===== src/rtl/sbus_pkg.sv =====
package sbus_pkg;
   typedef enum logic [1:0] {
      ITEM_START = 2'd0,
      ITEM_TX    = 2'd1,
      ITEM_RX    = 2'd2,
      ITEM_STOP  = 2'd3
   } item_e;

   localparam logic [1:0] OFS_DATA  = 2'd0;
   localparam logic [1:0] OFS_INDEX = 2'd1;
   localparam logic [1:0] OFS_SLAVE = 2'd2;
   localparam logic [1:0] OFS_CTRL  = 2'd3;

   localparam int BIT_BUSY  = 0;
   localparam int BIT_VALID = 1;
   localparam int BIT_ERR   = 2;
endpackage


===== src/rtl/sbus_qtick.sv =====
module sbus_qtick #(
   parameter int QDIV = 312
) (
   input  logic clk,
   input  logic rst_n,
   input  logic clr,
   output logic tick
);
   localparam int CW = (QDIV > 1) ? $clog2(QDIV) : 1;
   localparam logic [CW-1:0] LAST = CW'(QDIV - 1);

   logic [CW-1:0] cnt;

   always_ff @(posedge clk) begin
      if (!rst_n)                   cnt <= '0;
      else if (clr || cnt == LAST)  cnt <= '0;
      else                          cnt <= cnt + 1'b1;
   end

   assign tick = (cnt == LAST);

   AST_TICK_SPACING: assert property (@(posedge clk) disable iff (!rst_n)
      tick |=> !tick);
endmodule


===== src/rtl/sbus_engine.sv =====
module sbus_engine
   import sbus_pkg::*;
#(
   parameter bit MASTER_ACK = 1'b1
) (
   input  logic       clk,
   input  logic       rst_n,
   input  logic       tick,
   input  logic       start,
   input  logic [7:0] slv_byte,
   input  logic [7:0] idx_byte,
   input  logic [7:0] dat_byte,
   input  logic       sda_in,
   output logic       busy,
   output logic       done,
   output logic       nack,
   output logic       rx_ok,
   output logic [7:0] rx_byte,
   output logic       scl_low,
   output logic       sda_low
);
   logic [2:0] step;
   logic [1:0] phase;
   logic [3:0] bitn;
   logic       rd;
   logic       ab;
   logic [7:0] rxs;
   logic [7:0] lat_slv, lat_idx, lat_dat;
   item_e      kind;
   logic [7:0] cur_tx;
   logic       rx_ack_low;
   logic [2:0] last_step;

   generate
      if (MASTER_ACK) begin : g_ack
         assign rx_ack_low = 1'b1;
      end else begin : g_nak
         assign rx_ack_low = 1'b0;
      end
   endgenerate

   assign last_step = rd ? 3'd6 : 3'd4;

   always_comb begin
      if (rd) begin
         case (step)
            3'd0, 3'd3:       kind = ITEM_START;
            3'd1, 3'd2, 3'd4: kind = ITEM_TX;
            3'd5:             kind = ITEM_RX;
            default:          kind = ITEM_STOP;
         endcase
      end else begin
         case (step)
            3'd0:             kind = ITEM_START;
            3'd1, 3'd2, 3'd3: kind = ITEM_TX;
            default:          kind = ITEM_STOP;
         endcase
      end
   end

   always_comb begin
      case (step)
         3'd1:    cur_tx = {lat_slv[7:1], 1'b0};
         3'd2:    cur_tx = lat_idx;
         3'd3:    cur_tx = lat_dat;
         3'd4:    cur_tx = {lat_slv[7:1], 1'b1};
         default: cur_tx = 8'h00;
      endcase
   end

   always_comb begin
      sda_low = 1'b0;
      if (busy) begin
         case (kind)
            ITEM_START: sda_low = phase[1];
            ITEM_STOP:  sda_low = !phase[1];
            ITEM_TX:    sda_low = bitn[3] ? 1'b0 : !cur_tx[3'd7 - bitn[2:0]];
            default:    sda_low = bitn[3] ? rx_ack_low : 1'b0;
         endcase
      end
   end

   assign scl_low = busy && (phase == 2'd0 || (phase == 2'd3 && kind != ITEM_STOP));

   always_ff @(posedge clk) begin
      if (!rst_n) begin
         busy <= 1'b0; done <= 1'b0; step <= '0; phase <= '0; bitn <= '0;
         rd <= 1'b0; ab <= 1'b0; rxs <= '0;
         lat_slv <= '0; lat_idx <= '0; lat_dat <= '0;
      end else begin
         done <= 1'b0;
         if (!busy) begin
            if (start) begin
               busy <= 1'b1; step <= '0; phase <= '0; bitn <= '0;
               ab <= 1'b0; rd <= slv_byte[0];
               lat_slv <= slv_byte; lat_idx <= idx_byte; lat_dat <= dat_byte;
            end
         end else if (tick) begin
            if (phase != 2'd3) begin
               phase <= phase + 2'd1;
               if (phase == 2'd2) begin
                  if (kind == ITEM_TX && bitn[3] && sda_in) ab <= 1'b1;
                  if (kind == ITEM_RX && !bitn[3]) rxs <= {rxs[6:0], sda_in};
               end
            end else begin
               phase <= 2'd0;
               case (kind)
                  ITEM_START: step <= step + 3'd1;
                  ITEM_STOP: begin
                     busy <= 1'b0;
                     done <= 1'b1;
                  end
                  default: begin
                     if (bitn[3]) begin
                        bitn <= '0;
                        step <= ab ? last_step : step + 3'd1;
                     end else begin
                        bitn <= bitn + 4'd1;
                     end
                  end
               endcase
            end
         end
      end
   end

   assign nack    = ab;
   assign rx_ok   = rd && !ab;
   assign rx_byte = rxs;

   AST_SDA_STILL_SCL_HIGH: assert property (@(posedge clk) disable iff (!rst_n)
      (busy && $past(busy) && (kind == ITEM_TX || kind == ITEM_RX) && !scl_low && !$past(scl_low))
      |-> $stable(sda_low));
   AST_LATCH_FROZEN: assert property (@(posedge clk) disable iff (!rst_n)
      (busy && $past(busy)) |-> ($stable(lat_slv) && $stable(lat_idx) && $stable(lat_dat)));
   AST_NACK_TO_STOP: assert property (@(posedge clk) disable iff (!rst_n)
      (busy && ab && phase == 2'd0) |-> kind == ITEM_STOP);
   AST_END_RELEASES: assert property (@(posedge clk) disable iff (!rst_n)
      $fell(busy) |-> (!scl_low && !sda_low));
endmodule


===== src/rtl/sbus_regs.sv =====
module sbus_regs
   import sbus_pkg::*;
(
   input  logic       clk,
   input  logic       rst_n,
   input  logic       wr,
   input  logic [1:0] addr,
   input  logic [7:0] wdata,
   output logic [7:0] rdata,
   input  logic       eng_busy,
   input  logic       eng_done,
   input  logic       eng_nack,
   input  logic       eng_rx_ok,
   input  logic [7:0] eng_rx_byte,
   output logic       start,
   output logic [7:0] slv_q,
   output logic [7:0] idx_q,
   output logic [7:0] dat_q
);
   logic valid_q, err_q;
   logic wr_ctrl;

   assign start   = wr && addr == OFS_SLAVE && !eng_busy;
   assign wr_ctrl = wr && addr == OFS_CTRL;

   always_ff @(posedge clk) begin
      if (!rst_n) begin
         slv_q <= '0; idx_q <= '0; dat_q <= '0; valid_q <= 1'b0; err_q <= 1'b0;
      end else begin
         if (start) slv_q <= wdata;
         if (wr && addr == OFS_INDEX) idx_q <= wdata;
         if (eng_done && eng_rx_ok)      dat_q <= eng_rx_byte;
         else if (wr && addr == OFS_DATA) dat_q <= wdata;
         if (eng_done && eng_rx_ok)            valid_q <= 1'b1;
         else if (wr_ctrl && wdata[BIT_VALID]) valid_q <= 1'b0;
         if (eng_done && eng_nack)             err_q <= 1'b1;
         else if (wr_ctrl && wdata[BIT_ERR])   err_q <= 1'b0;
      end
   end

   always_comb begin
      case (addr)
         OFS_DATA:  rdata = dat_q;
         OFS_INDEX: rdata = idx_q;
         OFS_SLAVE: rdata = slv_q;
         default:   rdata = {5'b0, err_q, valid_q, eng_busy};
      endcase
   end

   AST_ERR_STICKY: assert property (@(posedge clk) disable iff (!rst_n)
      ($past(err_q) && !($past(wr_ctrl) && $past(wdata[BIT_ERR]))) |-> err_q);
   AST_VALID_STICKY: assert property (@(posedge clk) disable iff (!rst_n)
      ($past(valid_q) && !($past(wr_ctrl) && $past(wdata[BIT_VALID]))) |-> valid_q);
   AST_SLAVE_HELD_BUSY: assert property (@(posedge clk) disable iff (!rst_n)
      $past(eng_busy) |-> $stable(slv_q));
endmodule


===== src/rtl/sbus_byte_master.sv =====
module sbus_byte_master #(
   parameter int CLK_HZ     = 125_000_000,
   parameter int SCL_HZ     = 100_000,
   parameter bit MASTER_ACK = 1'b1
) (
   input  logic       clk,
   input  logic       rst_n,
   input  logic       reg_wr,
   input  logic [1:0] reg_addr,
   input  logic [7:0] reg_wdata,
   output logic [7:0] reg_rdata,
   output logic       scl_drive_low,
   output logic       sda_drive_low,
   input  logic       sda_in
);
   localparam int QDIV = CLK_HZ / (4 * SCL_HZ);

   generate
      if (SCL_HZ <= 0) begin : g_bad_scl
         $error("SCL_HZ must be positive");
      end
      if (QDIV < 2) begin : g_bad_div
         $error("CLK_HZ must be at least 8 times SCL_HZ");
      end
   endgenerate

   logic       tick, start;
   logic       busy, done, nack, rx_ok;
   logic [7:0] rx_byte, slv_q, idx_q, dat_q;

   sbus_qtick #(.QDIV(QDIV)) u_tick (
      .clk(clk), .rst_n(rst_n), .clr(start), .tick(tick)
   );

   sbus_regs u_regs (
      .clk(clk), .rst_n(rst_n), .wr(reg_wr), .addr(reg_addr), .wdata(reg_wdata),
      .rdata(reg_rdata), .eng_busy(busy), .eng_done(done), .eng_nack(nack),
      .eng_rx_ok(rx_ok), .eng_rx_byte(rx_byte), .start(start),
      .slv_q(slv_q), .idx_q(idx_q), .dat_q(dat_q)
   );

   sbus_engine #(.MASTER_ACK(MASTER_ACK)) u_eng (
      .clk(clk), .rst_n(rst_n), .tick(tick), .start(start),
      .slv_byte(reg_wdata), .idx_byte(idx_q), .dat_byte(dat_q), .sda_in(sda_in),
      .busy(busy), .done(done), .nack(nack), .rx_ok(rx_ok), .rx_byte(rx_byte),
      .scl_low(scl_drive_low), .sda_low(sda_drive_low)
   );

   AST_IDLE_LINES_FREE: assert property (@(posedge clk) disable iff (!rst_n)
      !busy |-> (!scl_drive_low && !sda_drive_low));
endmodule


===== config.mk =====
export PLATFORM = sky130hd
export DESIGN_NAME = sbus_byte_master
export DESIGN_NICKNAME = d
export VERILOG_FILES = /design/src/rtl/sbus_pkg.sv /design/src/rtl/sbus_qtick.sv /design/src/rtl/sbus_engine.sv /design/src/rtl/sbus_regs.sv /design/src/rtl/sbus_byte_master.sv
export SDC_FILE = /design/constraint.sdc
export NUM_CORES = 1
export LEC_CHECK = 0
export BUFFER_PORTS_ARGS = -buffer_cell sky130_fd_sc_hd__buf_4
export CAP_MARGIN = 20
export CORE_MARGIN = 1.5
export CORE_UTILIZATION = 40
export CTS_CLUSTER_DIAMETER = 80
export DETAILED_ROUTE_END_ITERATION = 6
export SYNTH_ARGS = -nofsm -noshare
export SYNTH_HDL_FRONTEND = slang
export SYNTH_SLANG_ARGS = --single-unit

===== constraint.sdc =====
create_clock -name clk -period 3.5 [get_ports clk]
set_clock_uncertainty 0.1 [all_clocks]
set_input_delay 0.525 -clock clk [delete_from_list [all_inputs] [get_ports clk]]
set_output_delay 0.525 -clock clk [all_outputs]
set_load 0.01 [all_outputs]

==> results of run 1 <==
==> power by group through the flow <==
stage / clock network [mW] / logic, mW / registers, mW
5_1_grt: 0.667 / 0.124 / 0.839
3_3_place_gp: 0 / 0.112 / 0.855
6_report: 0.623 / 0.113 / 0.836
3_5_place_dp: 0 / 0.112 / 0.855
4_1_cts: 0.634 / 0.113 / 0.836
2_1_floorplan: 0 / 0.0731 / 0.848
==> layer usage <==
metal / vias to the layer above / share of wire, %
met2: 38 / 45
met1: 1364 / 50
met5: - / 0
met3: 14 / 3.5
li1: 1480 / -
met4: 0 / 1.7
==> worst max path at each step <==
stage / slack (ns) / start / cells after the start / end
CTS: 0.09 / u_eng.step[0]$_SDFFE_PN0P_ / 11 / sda_drive_low
global route: -0.001 / u_eng.step[0]$_SDFFE_PN0P_ / 11 / sda_drive_low
global placement: 0.39 / u_eng.step[0]$_SDFFE_PN0P_ / 11 / sda_drive_low
finish: 0.18 / u_eng.step[0]$_SDFFE_PN0P_ / 13 / sda_drive_low
floorplan: 0.59 / u_eng.step[0]$_SDFFE_PN0P_ / 11 / sda_drive_low
detailed placement: 0.28 / u_eng.step[0]$_SDFFE_PN0P_ / 11 / sda_drive_low
==> cells in the mapped netlist, types with 2 or more instances <==
| cell | n |
|---|---|
| or3_1 | 3 |
| buf_1 | 3 |
| mux2_2 | 2 |
| nand3_1 | 22 |
| a21boi_0 | 38 |
| mux4_2 | 3 |
| nand3b_1 | 3 |
| nor3b_1 | 2 |
| nor2_1 | 11 |
| a221o_1 | 3 |
| a21oi_1 | 8 |
| xor2_1 | 5 |
| nor2b_1 | 15 |
| o211a_1 | 8 |
| nand2_1 | 91 |
| nand2b_1 | 3 |
| and4_1 | 2 |
| ha_1 | 15 |
| o21ai_0 | 12 |
| buf_2 | 6 |
| mux2i_1 | 25 |
| inv_1 | 12 |
| a21boi_1 | 2 |
| clkbuf_1 | 15 |
| dfxtp_1 | 71 |
| and3_1 | 5 |
| a221oi_1 | 5 |
| nand4_1 | 3 |
| nor3_1 | 2 |
==> layout make-up <==
| cell class | count | area (um^2) |
|---|---|---|
| Clock buffer | 10 | 137.6 |
| Clock inverter | 6 | 45.04 |
| Fill cell | 888 | 4682 |
| Inverter | 12 | 45.04 |
| Multi-Input combinational cell | 305 | 2078 |
| Sequential cell | 71 | 1423 |
| Tap cell | 108 | 135.1 |
| Timing Repair Buffer | 29 | 217.7 |
==> tightest hold or removal path, cell delays in order <==
cell,delay (ns)
buf_4,0.12
nand2_1,0.04
a21boi_0,0.06
==> state kept, by name, indices dropped and copies added (netlist names) <==
register / flops
u_eng.lat_dat: 8
u_eng.lat_slv: 1
u_regs.slv_q: 7
u_eng.phase: 2
u_regs.valid_q: 1
u_regs.dat_q: 8
u_eng.busy: 1
u_regs.err_q: 1
u_eng.bitn: 4
u_tick.cnt: 9
u_eng.rx_byte: 8
u_eng.done: 1
u_eng.lat_idx: 8
u_eng.step: 3
u_regs.idx_q: 8
u_eng.nack: 1
==> cells by family (layout without fill, tap and decap cells) <==
| family | Yosys count | after routing |
|---|---|---|
| AO/OA/AOI/OAI | 88 | 88 |
| multiplexers | 30 | 30 |
| flip-flops | 71 | 71 |
| buffers and inverters | 38 | 57 |
| AND/OR/NAND/NOR | 166 | 166 |
| adder cells (fa/ha/maj) | 15 | 15 |
| XOR/XNOR | 6 | 6 |
==> through the flow <==
| stage | TNS [ns] | cell area (um^2) |
|---|---|---|
| final | 0 | 4081 |
| after detailed placement | 0 | 3865 |
| after global routing | -0.001284 | 4081 |
| after global placement | 0 | 3865 |
| after CTS | 0 | 4058 |
| after floorplan | 0 | 3628 |
==> what timing repair did <==
action / in CTS / in global routing
resized for setup: 1 / 5
setup buffers: 1 / 1
endpoints found under the hold margin: 0 / 0
cloned: 0 / 0
pin swaps: 1 / 2
hold buffers: 0 / 0
setup endpoints to repair: 1 / 1
==> results.yml, run 1 <==
placed_design:
  port_buffers: 23
  place_hpwl_mm: 5.811
  gp_congestion: 0.8012
  dp_slack_ns: 0.2826
  placedCellCount: 523
power:
  p_leak_nw: 1.513
  cell_internal_pwr_mw: 1.152
  p_seq_share_pct: 53.2
  vdd_drop_max_uv: 231.4
  power_density_mw_per_mm2: 385.2
  power.share.clock_pct: 39.7
  total_power_mw: 1.572
  p_sw_share_pct: 26.75
  pwr-share-comb_pct: 7.2
  p_switching_mw: 0.4205
synthesis:
  synth_area_leaders: "dfxtp_1, nand2_1, a21boi_0"
  synth_compound_area_share_pct: 18.76
  synth_top_family_by_area: "simple AND/OR/NAND/NOR gates"
  synth_ff_type: "dfxtp_1"
  synth.distinct_cells: 48
  synthSimpleGateAreaFrac_pct: 21.62
  ys_seq_area_share_pct: 39.17
  yosys.area_share.xor_xnor_pct: 1.448
  syn-num-nets: 443
  yosysTopAreaCell: "dfxtp_1"
  ys_warn_count: 0
  syn_inst: 414
  syn-mean-instance-area_um2: 8.764
  synth_fa_ha_area_share_pct: 5.172
  synth_seq_cells: 71
  synth_top_cell_area_share_pct: 39.17
  synth_edf_count: 0
  synthMuxAreaShare_pct: 9.379
  synthArstFlopShare_pct: 0
  synth_area_mm2: 0.003628
global_routing:
  use_met3_pct: 4.223
  use_met2_pct: 27.90
  grt_pass1_wl_mm: 13.77
  grt_overflow: 0
  gr-usage-all-layers_pct: 17.97
  busiest_layer: "met2"
  antenna_found_initial: 0
  grt_max_degree: 68
  grtUsageMet1_pct: 23.86
  grt_pass1_vias: 2782
floorplanning:
  dieHeight_um: 98.24
  coreArea_mm2: 0.008763
  rows: 34
  initial_utilization_pct: 41.40
  die-area_mm2: 0.009651
  pin_count: 24
  die_x_um: 98.24
timing:
  fmax_mhz: 301.1
  period_share_pct: 94.90
  slew_headroom_pct: 56.29
  fin_crit_ns: 3.321
  tightest_slew_ns: 0.6548
  maxSlewViolCount: 0
  hold_viol: 0
  holdWs_ns: 0.3386
  setup_ws_ns: 0.1786
  report.final.setup_viol: 0
worst_setup_path:
  r2r_start: "u_eng.step[0]$_SDFFE_PN0P_"
  critical_path.endpoint_type: "output port"
  crit_buf_inv: 3
  rr_endpoint: "u_eng.rx_byte[0]$_SDFFE_PN0P_"
  arrival_ns: 2.70
  ff2ff_path_depth: 12
  crit_family: "adder cells"
  start_kind: "register"
  r2r_slack_ns: 0.78
  crit_path_max_incr_delay_ns: 0.35
  crit_path_cell_trace: "ha_1 > ha_4 > nor2_1 > o21ai_0 > a32oi_1 > inv_1 > buf_4 > ha_1 > mux2i_1 > o21ai_0 > nand2_1 > o221ai_1 > buf_4"
  path_class: "register to output port"
  cp_max_fo: 12
  crit_slowest_cell: "dfxtp_1"
  worst_ep_required_time_ns: 2.87
clocking:
  cts_buffers: 9
  cts_max_level: 3
  clk_latency_ns: 0.36
  clockBufferDepth: 2
  cts.sink_count: 71
  root_buffer: "clkbuf_8"
  cts_tree: "done"
  path_clk_slew_ns: 0.09
finish:
  drive_gt1_share_pct: 13.39
  fin_nets: 457
  stdcell_count: 541
  antenna_cells: 0
  final_common_cell: "nand2_1"
  area_growth_pct: 12.48
  mostFrequentLayoutCells: "nand2_1, dfxtp_1, a21boi_0"
  finish.utilization_pct: 46.57
min_path:
  min_path_cells: 3
  whs_endpoint: "u_regs.slv_q[5]$_SDFFE_PN0P_"
  hp-start: "reg_wdata[5]"
  hp-class: "input port to register"
routing:
  drt-initial-drc-count: 178
  vias: 2896
  via_per_inst: 5.353
  firstDrtPassIters: 4
  ant_nets: 0
  wl_mm: 8.404
  drcViolationCount: 0
  routedWlPerCell_um: 15.53
run_status:
  outcome: "finished clean"
run:
  cap_violations: 0
Power figures use the tool's default switching activity.
==> inputs of run 2 (changes only) <==
clock period = 2.8 ns   (was 3.5 ns; I/O delays follow)
==> results.yml, run 2 (synthesized netlist as in run 1, its figures left out) <==
run_status:
  outcome: "finished with violations"
  violations: "setup timing"
clocking:
  cts_tree: "done"
  path_clk_slew_ns: 0.08
  clockBufferDepth: 2
  cts.sink_count: 71
  cts_max_level: 3
  clk_latency_ns: 0.34
  root_buffer: "clkbuf_8"
  cts_buffers: 9
min_path:
  hp-class: "input port to register"
  hp-start: "reg_wdata[7]"
power:
  vdd_drop_max_uv: 240.8
  p_leak_nw: 1.582
  power_density_mw_per_mm2: 449.5
  total_power_mw: 1.930
floorplanning:
  die-area_mm2: 0.009651
  initial_utilization_pct: 41.40
  coreArea_mm2: 0.008763
  pin_count: 24
  dieHeight_um: 98.24
  rows: 34
  die_x_um: 98.24
routing:
  vias: 2905
  wl_mm: 8.340
  drcViolationCount: 0
  via_per_inst: 5.263
  ant_nets: 0
  wl_met1_mm: 4.245
  wl_met2_mm: 3.643
  drt-initial-drc-count: 168
  top_layer_used: "met4"
  dr_wl_met3_um: 309
  firstDrtPassIters: 4
  routedWlPerCell_um: 15.11
global_routing:
  antenna_found_initial: 0
  grt_pass1_vias: 2780
  grt_max_degree: 68
  gr-usage-all-layers_pct: 18.16
  grt_pass1_wl_mm: 14.04
  grt_overflow: 0
worst_setup_path:
  path_class: "register to output port"
  arrival_ns: 2.36
  cp_max_fo: 4
  critical_path.endpoint_type: "output port"
  endpoint: "sda_drive_low"
  r2r_slack_ns: 0.39
  r2r_start: "u_eng.step[1]$_SDFFE_PN0P_"
  rr_endpoint: "u_eng.bitn[3]$_SDFFE_PN0P_"
  start_kind: "register"
  cp-startpoint: "u_eng.step[0]$_SDFFE_PN0P_"
  ff2ff_path_depth: 11
  worst_ep_required_time_ns: 2.28
run:
  cap_violations: 0
placed_design:
  place_hpwl_mm: 5.832
  gp_congestion: 0.8026
  port_buffers: 23
timing:
  fmax_mhz: 346.8
  fin_crit_ns: 2.884
  setup_ws_ns: -0.08380
  slew_headroom_pct: 54.03
  period_share_pct: 103.0
  rsz0062_at_grt: "yes"
  hold_viol: 0
  tightest_slew_ns: 0.6807
  report.final.setup_viol: 1
  maxSlewViolCount: 0
finish:
  top_register: "u_tick.cnt"
  antenna_cells: 0
  final_common_cell: "nand2_1"
  fin_nets: 468
  largest_register_ffs: 9
  fillerInstances: 840
  area_growth_pct: 18.34
  drive_gt1_share_pct: 20.05
  mostFrequentLayoutCells: "nand2_1, dfxtp_1, buf_4"
  finish.utilization_pct: 49.00
run 2: cell count changes in the layout (fill, tap and decap cells not counted), sizes merged:
| cell | delta |
|---|---|
| clkinvlp | -1 |
| buf | +11 |
| clkbuf | +2 |
| clkinv | -1 |
run 2: per-layer routing:
metal	global-route usage, %	vias up
met5	0	-
met4	7.476	0
met3	3.006	9
met2	27.00	38
met1	26.16	1359
li1	-	1499
run 2: power breakdown:
group          internal [mW]  total, mW  switching, mW  leakage (nW)
combinational         0.0682      0.151         0.0830         0.919
clock                  0.350      0.738          0.389        0.0870
sequential              1.02       1.04         0.0159         0.576
run 2: cell type report:
cell class	instances	area [um^2]	share of cell area [%]
multi-input cells	305	2207	51.40
repair buffers	40	300.3	6.993
inverters	12	47.55	1.107
clock buffers	12	145.1	3.380
clock inverters	4	30.03	0.6993
flip-flops and latches	71	1429	33.28
well taps	108	135.1	3.147
run 2: per-stage QoR:
stage | setup slack [ns] | hold slack (ns) | setup TNS, ns | area, um^2 | cells
after global placement | -0.01537 | 0.3308 | -0.01537 | 3963 | 536
after global routing | -0.2246 | 0.2454 | -0.2523 | 4294 | 552
after floorplan | 0.001072 | 0.3175 | 0 | 3630 | 414
after CTS | -0.08371 | 0.2369 | -0.08371 | 4279 | 552
after detailed placement | -0.08224 | 0.3485 | -0.08224 | 3963 | 536
final | -0.08380 | 0.2504 | -0.08380 | 4294 | 552
run 2: worst min path at each step:
stage	depth (start not counted)	endpoint	slack [ns]
finish	3	u_eng.lat_slv[7]$_SDFFE_PN0P_	0.25
floorplan	1	u_tick.cnt[0]$_SDFF_PP0_	0.32
global placement	1	u_tick.cnt[0]$_SDFF_PP0_	0.33
CTS	3	u_regs.slv_q[6]$_SDFFE_PN0P_	0.24
global route	3	u_regs.slv_q[3]$_SDFFE_PN0P_	0.25
detailed placement	1	u_tick.cnt[0]$_SDFF_PP0_	0.35
run 2: what timing repair did:
item / 4_1_cts / 5_1_grt
gates resized for setup: 37 / 3
gates cloned: 0 / 0
setup buffers: 0 / 0
pin swaps: 6 / 1
hold buffers: 0 / 0
endpoints found under the setup margin: 2 / 2
run 2: critical path, cell delays in order (launching register included):
cell and delay, ns:
dfxtp_4 0.38, ha_4 0.17, ha_4 0.17, nor2_2 0.07, o21ai_1 0.07, a32oi_2 0.18, buf_4 0.17, ha_4 0.13
nor3b_4 0.23, o31ai_2 0.11, o221ai_2 0.19, buf_4 0.15
==> inputs of run 3 (changes only) <==
CORE_UTILIZATION = 54   (was 40)
PLACE_DENSITY = 0.75   (was unset)
==> results.yml, run 3 (synthesized netlist as in run 1, its figures left out) <==
floorplanning:
  die-area_mm2: 0.007220
  rows: 29
  dieHeight_um: 84.97
  die_x_um: 84.97
  initial_utilization_pct: 56.50
  pin_count: 24
  coreArea_mm2: 0.006422
timing:
  report.final.setup_viol: 1
  fin_crit_ns: 2.916
  period_share_pct: 104.1
  rsz0062_at_grt: "yes"
  maxSlewViolCount: 0
  fmax_mhz: 343.0
  hold_viol: 0
  tightest_slew_ns: 0.6650
  setup_ws_ns: -0.1157
  slew_headroom_pct: 55.08
worst_setup_path:
  start_kind: "register"
  critical_path.endpoint_type: "output port"
  ff2ff_path_depth: 11
  path_class: "register to output port"
  worst_ep_required_time_ns: 2.28
  cp_max_fo: 4
  arrival_ns: 2.40
placed_design:
  port_buffers: 23
  dp_slack_ns: -0.04438
  placedCellCount: 503
  gp_congestion: 0.8757
  place_hpwl_mm: 5.725
finish:
  stdcell_count: 519
  top_register: "u_tick.cnt"
  multi_input_area_mm2: 0.002186
  area_growth_pct: 16.72
  antenna_cells: 0
  fin_nets: 467
  drive_gt1_share_pct: 18.33
  largest_register_ffs: 9
  mostFrequentLayoutCells: "nand2_1, dfxtp_1, buf_4"
  register_area_mm2: 0.001426
  final_common_cell: "nand2_1"
  fillerInstances: 539
global_routing:
  grt_max_degree: 68
  antenna_found_initial: 0
  grt_pass1_wl_mm: 13.53
  gr-usage-all-layers_pct: 23.59
  grt_overflow: 0
  grt_pass1_vias: 2810
clocking:
  clk_latency_ns: 0.34
  cts_max_level: 3
  path_clk_slew_ns: 0.08
  postCtsHoldBufs: 0
  cts_tree: "done"
  clockBufferDepth: 2
  root_buffer: "clkbuf_8"
  cts.sink_count: 71
  cts_buffers: 9
power:
  p_leak_nw: 1.588
  vdd_drop_max_uv: 358.5
  power_density_mw_per_mm2: 470.3
run_status:
  outcome: "finished with violations"
  violations: "setup timing"
min_path:
  min_path_cells: 3
  hp-class: "input port to register"
run:
  cap_violations: 0
routing:
  vias: 2995
  drt-initial-drc-count: 266
  routedWlPerCell_um: 15.64
  ant_nets: 0
  wl_mm: 8.118
  drcViolationCount: 0
  firstDrtPassIters: 5
  via_per_inst: 5.771
## run 3: through the flow
stage / area (um^2) / utilization [%] / setup TNS [ns] / power (mW) / hold slack, ns
after floorplan: 3630 / - / 0 / 1.152 / 0.3175
after global placement: 3909 / 60.86 / 0 / 1.208 / 0.3313
after detailed placement: 3909 / 60.86 / -0.04438 / 1.210 / 0.3416
after CTS: 4235 / 65.95 / -0.1057 / 2.004 / 0.2361
after global routing: 4235 / 65.95 / -0.4360 / 2.064 / 0.2555
final: 4235 / 65.95 / -0.1157 / 1.992 / 0.2527
## run 3: critical path, stage by stage (launching register included)
cell and delay (ns):
dfxtp_4 0.38, ha_4 0.17, ha_4 0.16, nor2_1 0.08, o21ai_1 0.06, a32oi_1 0.21, inv_1 0.09, ha_2 0.22
nor3b_4 0.21, o311ai_1 0.13, o221ai_1 0.17, buf_4 0.15
## run 3: worst paths after layout
kind | from | to | slack, ns
worst min register to register | u_tick.cnt[0]$_SDFF_PP0_ | u_tick.cnt[0]$_SDFF_PP0_ | 0.35
worst max register to register | u_eng.step[0]$_SDFFE_PN0P_ | u_eng.bitn[3]$_SDFFE_PN0P_ | 0.34
worst max-delay path | u_eng.step[0]$_SDFFE_PN0P_ | sda_drive_low | -0.12
worst min-delay path | reg_wdata[5] | u_regs.slv_q[5]$_SDFFE_PN0P_ | 0.25
## run 3: cell type report
cell class | count | area share [%]
multi-input cells | 305 | 51.61
flip-flops and latches | 71 | 33.68
repair buffers | 39 | 6.913
clock buffers | 12 | 3.427
well taps | 77 | 2.275
inverters | 12 | 1.064
clock inverters | 3 | 1.034
## run 3: report_power, final
| part | leakage (nW) | switching [mW] | internal (mW) | total, mW |
|---|---|---|---|---|
| clock | 0.0964 | 0.369 | 0.432 | 0.802 |
| combinational | 0.916 | 0.0816 | 0.0670 | 0.149 |
| sequential | 0.576 | 0.0158 | 1.03 | 1.04 |
| total | 1.59 | 0.467 | 1.52 | 1.99 |
## run 3: repair_timing
item	CTS	global route
pin swaps	4	0
setup endpoints to repair	2	2
resized for setup	32	0
setup buffers	1	0
## run 3: routing by layer
| metal | up-vias | track usage (%) | share of wire [%] |
|---|---|---|---|
| met5 | - | 0 | 0 |
| met4 | 0 | 9.836 | 1.0 |
| met3 | 7 | 3.502 | 5.5 |
| met2 | 75 | 36.94 | 47 |
| met1 | 1424 | 32.60 | 47 |
| li1 | 1489 | - | - |
